`src/rtl/nor_pkg.sv`:
```
package nor_pkg;
  localparam int REG_AW = 5;

  localparam logic [REG_AW-1:0] OFS_STATUS = 5'h00;
  localparam logic [REG_AW-1:0] OFS_MEMOP  = 5'h0C;
  localparam logic [REG_AW-1:0] OFS_FLAGS  = 5'h1C;

  localparam logic [31:0] CMD_ARM    = 32'h0000_0004;
  localparam logic [31:0] CMD_LOCK   = 32'h0000_0F03;
  localparam logic [31:0] CMD_UNLOCK = 32'h0000_0003;
  localparam logic [7:0]  CMD_ERASE  = 8'h02;

  localparam int FB_PROT  = 1;
  localparam int FB_PGERR = 4;
  localparam int FB_ERERR = 5;
  localparam int FB_READY = 7;

  localparam logic [4:0] PROT_ALL  = 5'h17;
  localparam logic [4:0] PROT_NONE = 5'h00;

  typedef enum logic [1:0] {
    OP_ERASE  = 2'd0,
    OP_LOCK   = 2'd1,
    OP_UNLOCK = 2'd2
  } op_kind_e;
endpackage

```
`src/rtl/nor_op_decode.sv`:
```
module nor_op_decode
  import nor_pkg::*;
(
  input  logic              reg_we,
  input  logic [REG_AW-1:0] reg_addr,
  input  logic [31:0]       reg_wdata,
  output logic              memop_wr,
  output logic              flags_wr,
  output logic              is_arm,
  output logic              is_erase,
  output logic              is_lock,
  output logic              is_unlock,
  output logic [7:0]        erase_idx
);
  always_comb begin
    memop_wr  = reg_we && (reg_addr == OFS_MEMOP);
    flags_wr  = reg_we && (reg_addr == OFS_FLAGS);
    is_arm    = (reg_wdata == CMD_ARM);
    is_lock   = (reg_wdata == CMD_LOCK);
    is_unlock = (reg_wdata == CMD_UNLOCK);
    is_erase  = (reg_wdata[7:0] == CMD_ERASE) && (reg_wdata[31:16] == 16'h0);
    erase_idx = reg_wdata[15:8];
  end
endmodule

```
`src/rtl/nor_busy_timer.sv`:
```
module nor_busy_timer #(
  parameter int CW = 5
) (
  input  logic          clk,
  input  logic          rst_n,
  input  logic          start,
  input  logic [CW-1:0] len,
  output logic          busy,
  output logic          done
);
  logic [CW-1:0] cnt_q;

  always_ff @(posedge clk or negedge rst_n) begin
    if (!rst_n)             cnt_q <= '0;
    else if (start && !busy) cnt_q <= len;
    else if (busy)          cnt_q <= cnt_q - 1'b1;
  end

  assign busy = (cnt_q != '0);
  assign done = (cnt_q == CW'(1));


  busy_end_chk: assert property (@(posedge clk) disable iff (!rst_n)
    $fell(busy) |-> $past(done));
endmodule

```
`src/rtl/nor_word_array.sv`:
```
module nor_word_array #(
  parameter int WORDS = 32,
  parameter int WPS   = 8,
  parameter int SW    = 2,
  localparam int AW   = $clog2(WORDS)
) (
  input  logic          clk,
  input  logic          rst_n,
  input  logic          prog_en,
  input  logic          rd_en,
  input  logic [AW-1:0] addr,
  input  logic [31:0]   wdata,
  input  logic          erase_en,
  input  logic [SW-1:0] erase_sec,
  output logic          rvalid,
  output logic [31:0]   rdata
);
  logic [31:0] mem [WORDS];

  always_ff @(posedge clk or negedge rst_n) begin
    if (!rst_n) begin
      for (int i = 0; i < WORDS; i++) mem[i] <= '1;
    end else begin
      if (prog_en) mem[addr] <= mem[addr] & wdata;
      if (erase_en)
        for (int i = 0; i < WORDS; i++)
          if ((i / WPS) == int'(erase_sec)) mem[i] <= '1;
    end
  end

  always_ff @(posedge clk or negedge rst_n) begin
    if (!rst_n) begin
      rvalid <= 1'b0;
      rdata  <= '0;
    end else begin
      rvalid <= rd_en;
      if (rd_en) rdata <= mem[addr];
    end
  end
endmodule

```
`src/rtl/nor_cmd_front.sv`:
```
module nor_cmd_front
  import nor_pkg::*;
#(
  parameter int SECTORS          = 4,
  parameter int WORDS_PER_SECTOR = 8,
  parameter int ERASE_CYCLES     = 20,
  parameter int LOCK_CYCLES      = 4,
  localparam int WORDS = SECTORS * WORDS_PER_SECTOR,
  localparam int AW    = $clog2(WORDS)
) (
  input  logic              clk,
  input  logic              rst_n,
  input  logic              reg_we,
  input  logic [REG_AW-1:0] reg_addr,
  input  logic [31:0]       reg_wdata,
  output logic [31:0]       reg_rdata,
  input  logic              dat_valid,
  output logic              dat_ready,
  input  logic              dat_we,
  input  logic [AW-1:0]     dat_addr,
  input  logic [31:0]       dat_wdata,
  output logic              dat_rvalid,
  output logic [31:0]       dat_rdata
);
  localparam int SW    = $clog2(SECTORS);
  localparam int MAXC  = (ERASE_CYCLES > LOCK_CYCLES) ? ERASE_CYCLES : LOCK_CYCLES;
  localparam int CW    = $clog2(MAXC + 1);

  logic memop_wr, flags_wr, is_arm, is_erase, is_lock, is_unlock;
  logic [7:0] erase_idx;
  logic busy, done, start;
  logic [CW-1:0] tlen;

  logic wel_q, locked_q, perr_q, pgerr_q, ererr_q;
  op_kind_e pend_kind_q;
  logic [SW-1:0] pend_sec_q;

  nor_op_decode u_dec (
    .reg_we(reg_we), .reg_addr(reg_addr), .reg_wdata(reg_wdata),
    .memop_wr(memop_wr), .flags_wr(flags_wr), .is_arm(is_arm),
    .is_erase(is_erase), .is_lock(is_lock), .is_unlock(is_unlock),
    .erase_idx(erase_idx)
  );

  logic memop_ok, arm_cmd, erase_cmd, lock_cmd, unlock_cmd, prog_fire, rd_fire;
  logic bad_idx, erase_go;

  always_comb begin
    memop_ok   = memop_wr && !busy;
    arm_cmd    = memop_ok && is_arm;
    erase_cmd  = memop_ok && is_erase && wel_q;
    lock_cmd   = memop_ok && is_lock && wel_q;
    unlock_cmd = memop_ok && is_unlock && wel_q;
    dat_ready  = !busy;
    prog_fire  = dat_valid && dat_ready && dat_we && wel_q;
    rd_fire    = dat_valid && dat_ready && !dat_we;
    bad_idx    = (int'(erase_idx) >= SECTORS);
    erase_go   = erase_cmd && !bad_idx && !locked_q;
    start      = erase_go || lock_cmd || unlock_cmd;
    tlen       = erase_go ? CW'(ERASE_CYCLES) : CW'(LOCK_CYCLES);
  end

  nor_busy_timer #(.CW(CW)) u_timer (
    .clk(clk), .rst_n(rst_n), .start(start), .len(tlen),
    .busy(busy), .done(done)
  );

  nor_word_array #(.WORDS(WORDS), .WPS(WORDS_PER_SECTOR), .SW(SW)) u_arr (
    .clk(clk), .rst_n(rst_n),
    .prog_en(prog_fire && !locked_q), .rd_en(rd_fire),
    .addr(dat_addr), .wdata(dat_wdata),
    .erase_en(done && (pend_kind_q == OP_ERASE)), .erase_sec(pend_sec_q),
    .rvalid(dat_rvalid), .rdata(dat_rdata)
  );

  always_ff @(posedge clk or negedge rst_n) begin
    if (!rst_n) begin
      wel_q       <= 1'b0;
      locked_q    <= 1'b0;
      pend_kind_q <= OP_ERASE;
      pend_sec_q  <= '0;
    end else begin
      if (arm_cmd) wel_q <= 1'b1;
      else if (erase_cmd || lock_cmd || unlock_cmd || prog_fire) wel_q <= 1'b0;
      if (start) begin
        pend_kind_q <= erase_go ? OP_ERASE : (lock_cmd ? OP_LOCK : OP_UNLOCK);
        pend_sec_q  <= erase_idx[SW-1:0];
      end
      if (done && pend_kind_q == OP_LOCK)   locked_q <= 1'b1;
      if (done && pend_kind_q == OP_UNLOCK) locked_q <= 1'b0;
    end
  end

  // Sticky flags: a set in the same cycle wins over a clear.
  always_ff @(posedge clk or negedge rst_n) begin
    if (!rst_n) begin
      perr_q  <= 1'b0;
      pgerr_q <= 1'b0;
      ererr_q <= 1'b0;
    end else begin
      perr_q  <= (flags_wr ? (perr_q  & reg_wdata[FB_PROT])  : perr_q)
               | (prog_fire && locked_q) | (erase_cmd && !bad_idx && locked_q);
      pgerr_q <= (flags_wr ? (pgerr_q & reg_wdata[FB_PGERR]) : pgerr_q)
               | (prog_fire && locked_q);
      ererr_q <= (flags_wr ? (ererr_q & reg_wdata[FB_ERERR]) : ererr_q)
               | (erase_cmd && (bad_idx || locked_q));
    end
  end

  always_comb begin
    reg_rdata = '0;
    unique case (reg_addr)
      OFS_STATUS: reg_rdata = {25'h0, (locked_q ? PROT_ALL : PROT_NONE), wel_q, busy};
      OFS_FLAGS: begin
        reg_rdata[FB_READY] = !busy;
        reg_rdata[FB_ERERR] = ererr_q;
        reg_rdata[FB_PGERR] = pgerr_q;
        reg_rdata[FB_PROT]  = perr_q;
      end
      default: reg_rdata = '0;
    endcase
  end


  wel_clear_chk: assert property (@(posedge clk) disable iff (!rst_n)
    (prog_fire && !arm_cmd) |=> !wel_q);

  locked_prog_chk: assert property (@(posedge clk) disable iff (!rst_n)
    (prog_fire && locked_q) |=> (perr_q && pgerr_q));

  bad_sector_chk: assert property (@(posedge clk) disable iff (!rst_n)
    (erase_cmd && bad_idx) |=> (!busy && ererr_q));

  read_resp_chk: assert property (@(posedge clk) disable iff (!rst_n)
    dat_rvalid |-> $past(dat_valid && dat_ready && !dat_we));

  busy_ignore_chk: assert property (@(posedge clk) disable iff (!rst_n)
    (busy && memop_wr && !wel_q) |=> !wel_q);
endmodule

```
`config.mk`:
```
export PLATFORM = sky130hd
export DESIGN_NAME = nor_cmd_front
export DESIGN_NICKNAME = d
export VERILOG_FILES = /design/src/rtl/nor_pkg.sv /design/src/rtl/nor_op_decode.sv /design/src/rtl/nor_busy_timer.sv /design/src/rtl/nor_word_array.sv /design/src/rtl/nor_cmd_front.sv
export SDC_FILE = /design/constraint.sdc
export NUM_CORES = 2
export LEC_CHECK = 0
export BUFFER_PORTS_ARGS = -buffer_cell sky130_fd_sc_hd__buf_2
export CAP_MARGIN = 25
export CORE_ASPECT_RATIO = 1.25
export CORE_MARGIN = 2
export CORE_UTILIZATION = 52
export DETAILED_ROUTE_END_ITERATION = 16
export MAX_ROUTING_LAYER = met4
export PLACE_DENSITY = 0.71
export SETUP_SLACK_MARGIN = 0.1
export SYNTH_ARGS = -nofsm -noshare
export SYNTH_HDL_FRONTEND = slang
export SYNTH_SLANG_ARGS = --single-unit
```
`constraint.sdc`:
```
create_clock -name clk -period 3.45 [get_ports clk]
set_input_delay 0.69 -clock clk [delete_from_list [all_inputs] [get_ports clk]]
set_output_delay 0.69 -clock clk [all_outputs]
set_load 0.03 [all_outputs]
```
==> flow_summary.ini <==
[run_status]
status = complete, no violations

[setup_path]
cp-end-kind = flip-flop
r2r_start = u_timer.cnt_q[0]
r2r-end = u_arr.mem[1009]
critPathLaunchType = flip-flop
endpoint = u_arr.mem[1009]
crit_required_ps = 4110
worstRegToRegCells = 9
arrival_ps = 3740
r2r_slack_ps = 370
worstSetupPathType = flip-flop to flip-flop
cp_max_fo = 38
cp-startpoint = u_timer.cnt_q[0]

[yosys]
netlist_top_cells_area = dfstp_2 (46%), a311o_1 (10%), mux2_2 (7.5%)
synthArstFlopShare_pct = 100
synth_top_area_share_pct = 46.4
synthCells = 5345
yosysTopAreaCell = dfstp_2
synthDistinctLibCells = 71
synth_seq_area_share_pct = 48.4
synth-seq-cells = 1071
synth.avg_cell_area_um2 = 10.8
synth_warnings = 0
synth_edf_count = 0
ys.flop_type = dfstp_2
synthesis.area_um2 = 58000

[flow_run]
max_cap_violations = 0

[layout]
layout_commonest_cell = dfstp_2
final_area_um2 = 64600
final_cell_mix = dfstp_2 (1024), a311o_1 (608), nor2b_1 (504)
final_cells = 6792
final_nets = 5322
fillers = 9009
synthToLayoutAreaGrowth_pct = 11.5
layout-drive-gt1-share_pct = 39.8

[global_route]
overflow = 0
grt_max_degree = 117
grt_pass1_wl_mm = 299
antenna_found_initial = 8
grt_util_all_layers_pct = 36.0
first_global_vias = 45500

[timing]
holdWs_ps = 201
rsz0062_at_grt = false
tns_ps = 0
timing.final.crit_period_ps = 3080
relSlewSlack_pct = 27.1
slew_violations = 0
setup_viol = 0
timing.fmax_mhz = 325
fin_skew_ps = 32.0
timing.final.crit_share_pct = 89.3
finalHoldViolCount = 0
tightest_slew_ps = 1090

[place]
postPlaceCellArea_um2 = 60600
post-place-cells = 6574
routabilityCongestion = 0.905
io_buffers = 120
hpwlAfterDp_mm = 116

[clock_network]
path_clk_slew_ps = 60
ctsHoldBuffers = 0
cts_inserted_buffers = 110
clock-sinks = 1071
cts_tree = done
post-cts-setup-buffers = 0
cts_buffer_depth = 3
htreeDepth = 3
root_buffer = clkbuf_16
cts_resized = 0
clk_latency_ps = 760

[drt]
totalWireLength_mm = 203
drtIter0Drc = 5672
vias = 46500
drc_errors = 0
post_drt_wl_per_cell_um = 29.8
dr.pass1.iters = 6
viasPerCell = 6.84
drtAntennaViolNets = 0

[floorplan]
num_io_pins = 145
design.core.area_um2 = 110000
rows = 136
die_area_um2 = 114000
initial_core_util_pct = 52.6
fp.dieW_um = 303
die-height_um = 377

[pwr]
leakage_nw = 24.7
irDropWorstVdd_v = 0.000448
power_density_nw_per_um2 = 429

[worst_hold_path]
hold_path_class = primary input to flip-flop
## how the worst min path moves through the flow
| stage | from | end | slack, ps | cells after the start |
|---|---|---|---|---|
| 3_5_place_dp | u_arr.rdata[20] | u_arr.rdata[20] | 470 | 2 |
| 3_3_place_gp | u_arr.rdata[4] | u_arr.rdata[4] | 460 | 2 |
| 2_1_floorplan | rst_n | ererr_q | 390 | 0 |
| 6_report | reg_wdata[5] | ererr_q | 200 | 3 |
| 4_1_cts | reg_wdata[4] | pgerr_q | 180 | 3 |
| 5_1_grt | reg_wdata[4] | pgerr_q | 220 | 3 |
## synthesized netlist by cell type (113+ instances only)
cell,n
a21oi_1,417
a311o_1,608
o21ai_0,275
a22oi_1,259
mux2_1,113
nand2_1,462
clkbuf_1,305
dfstp_2,1024
o21ai_1,182
nor2b_1,504
mux2_2,384
buf_2,145
## power by group
group          internal, W  switching, W
clock              0.00779       0.00536
sequential          0.0127     0.0000402
combinational     0.000470       0.00141
## final cells by class
class	instances	area [µm²]	area share (%)
clock buffers	158	3280	5.07
clock inverters	49	701	1.08
repair buffers	425	4280	6.62
multi-input cells	3626	26400	40.9
inverters	6	22.5	0.0348
well taps	1449	1810	2.81
flip-flops and latches	1071	28100	43.4
diodes	8	20.0	0.0310
## layer usage
layer	track usage, %	share of wire, %
met1	45.7	38
met4	19.4	6.4
met3	7.64	10
met5	-	0
met2	53.9	45
## sequential cells by signal (all words and copies together) (netlist names)
register	count
locked_q	1
u_arr.rdata	32
ererr_q	1
perr_q	1
u_arr.mem	1024
pgerr_q	1
pend_sec_q	2
pend_kind_q	2
u_arr.rvalid	1
u_timer.cnt_q	5
wel_q	1
## through the flow
stage | total power (W) | util, % | setup WS, ps
after detailed placement | 0.0147 | 55.0 | -42.3
after global routing | 0.0284 | 58.6 | 244
after floorplan | 0.0140 | - | 764
after CTS | 0.0278 | 58.6 | 385
final | 0.0277 | 58.6 | 369
after global placement | 0.0147 | 55.0 | -14.6
## kinds of logic (layout without fill, tap and decap cells)
logic type               after synthesis  in the layout  share of synthesized area, %
AO/OA/AOI/OAI                       1751           1751                          21.5
AND/OR/NAND/NOR                     1331           1331                          13.2
flip-flops                          1071           1071                          48.4
buffers and inverters                671            638                          6.66
multiplexers                         514            514                          10.1
adder cells (fa/ha/maj)                3              3                        0.0648
XOR/XNOR                               3              3                        0.0453
other                                  1             32                       0.00647
## critical path, cell delays in order, from the launching register on
cell,delay (ps)
dfrtp_1,410
inv_1,110
ha_1,170
and4b_2,360
nand3_4,370
buf_4,360
nor4_4,410
buf_12,340
nor2b_1,90
a311o_1,320
Power figures use the tool's default switching activity.
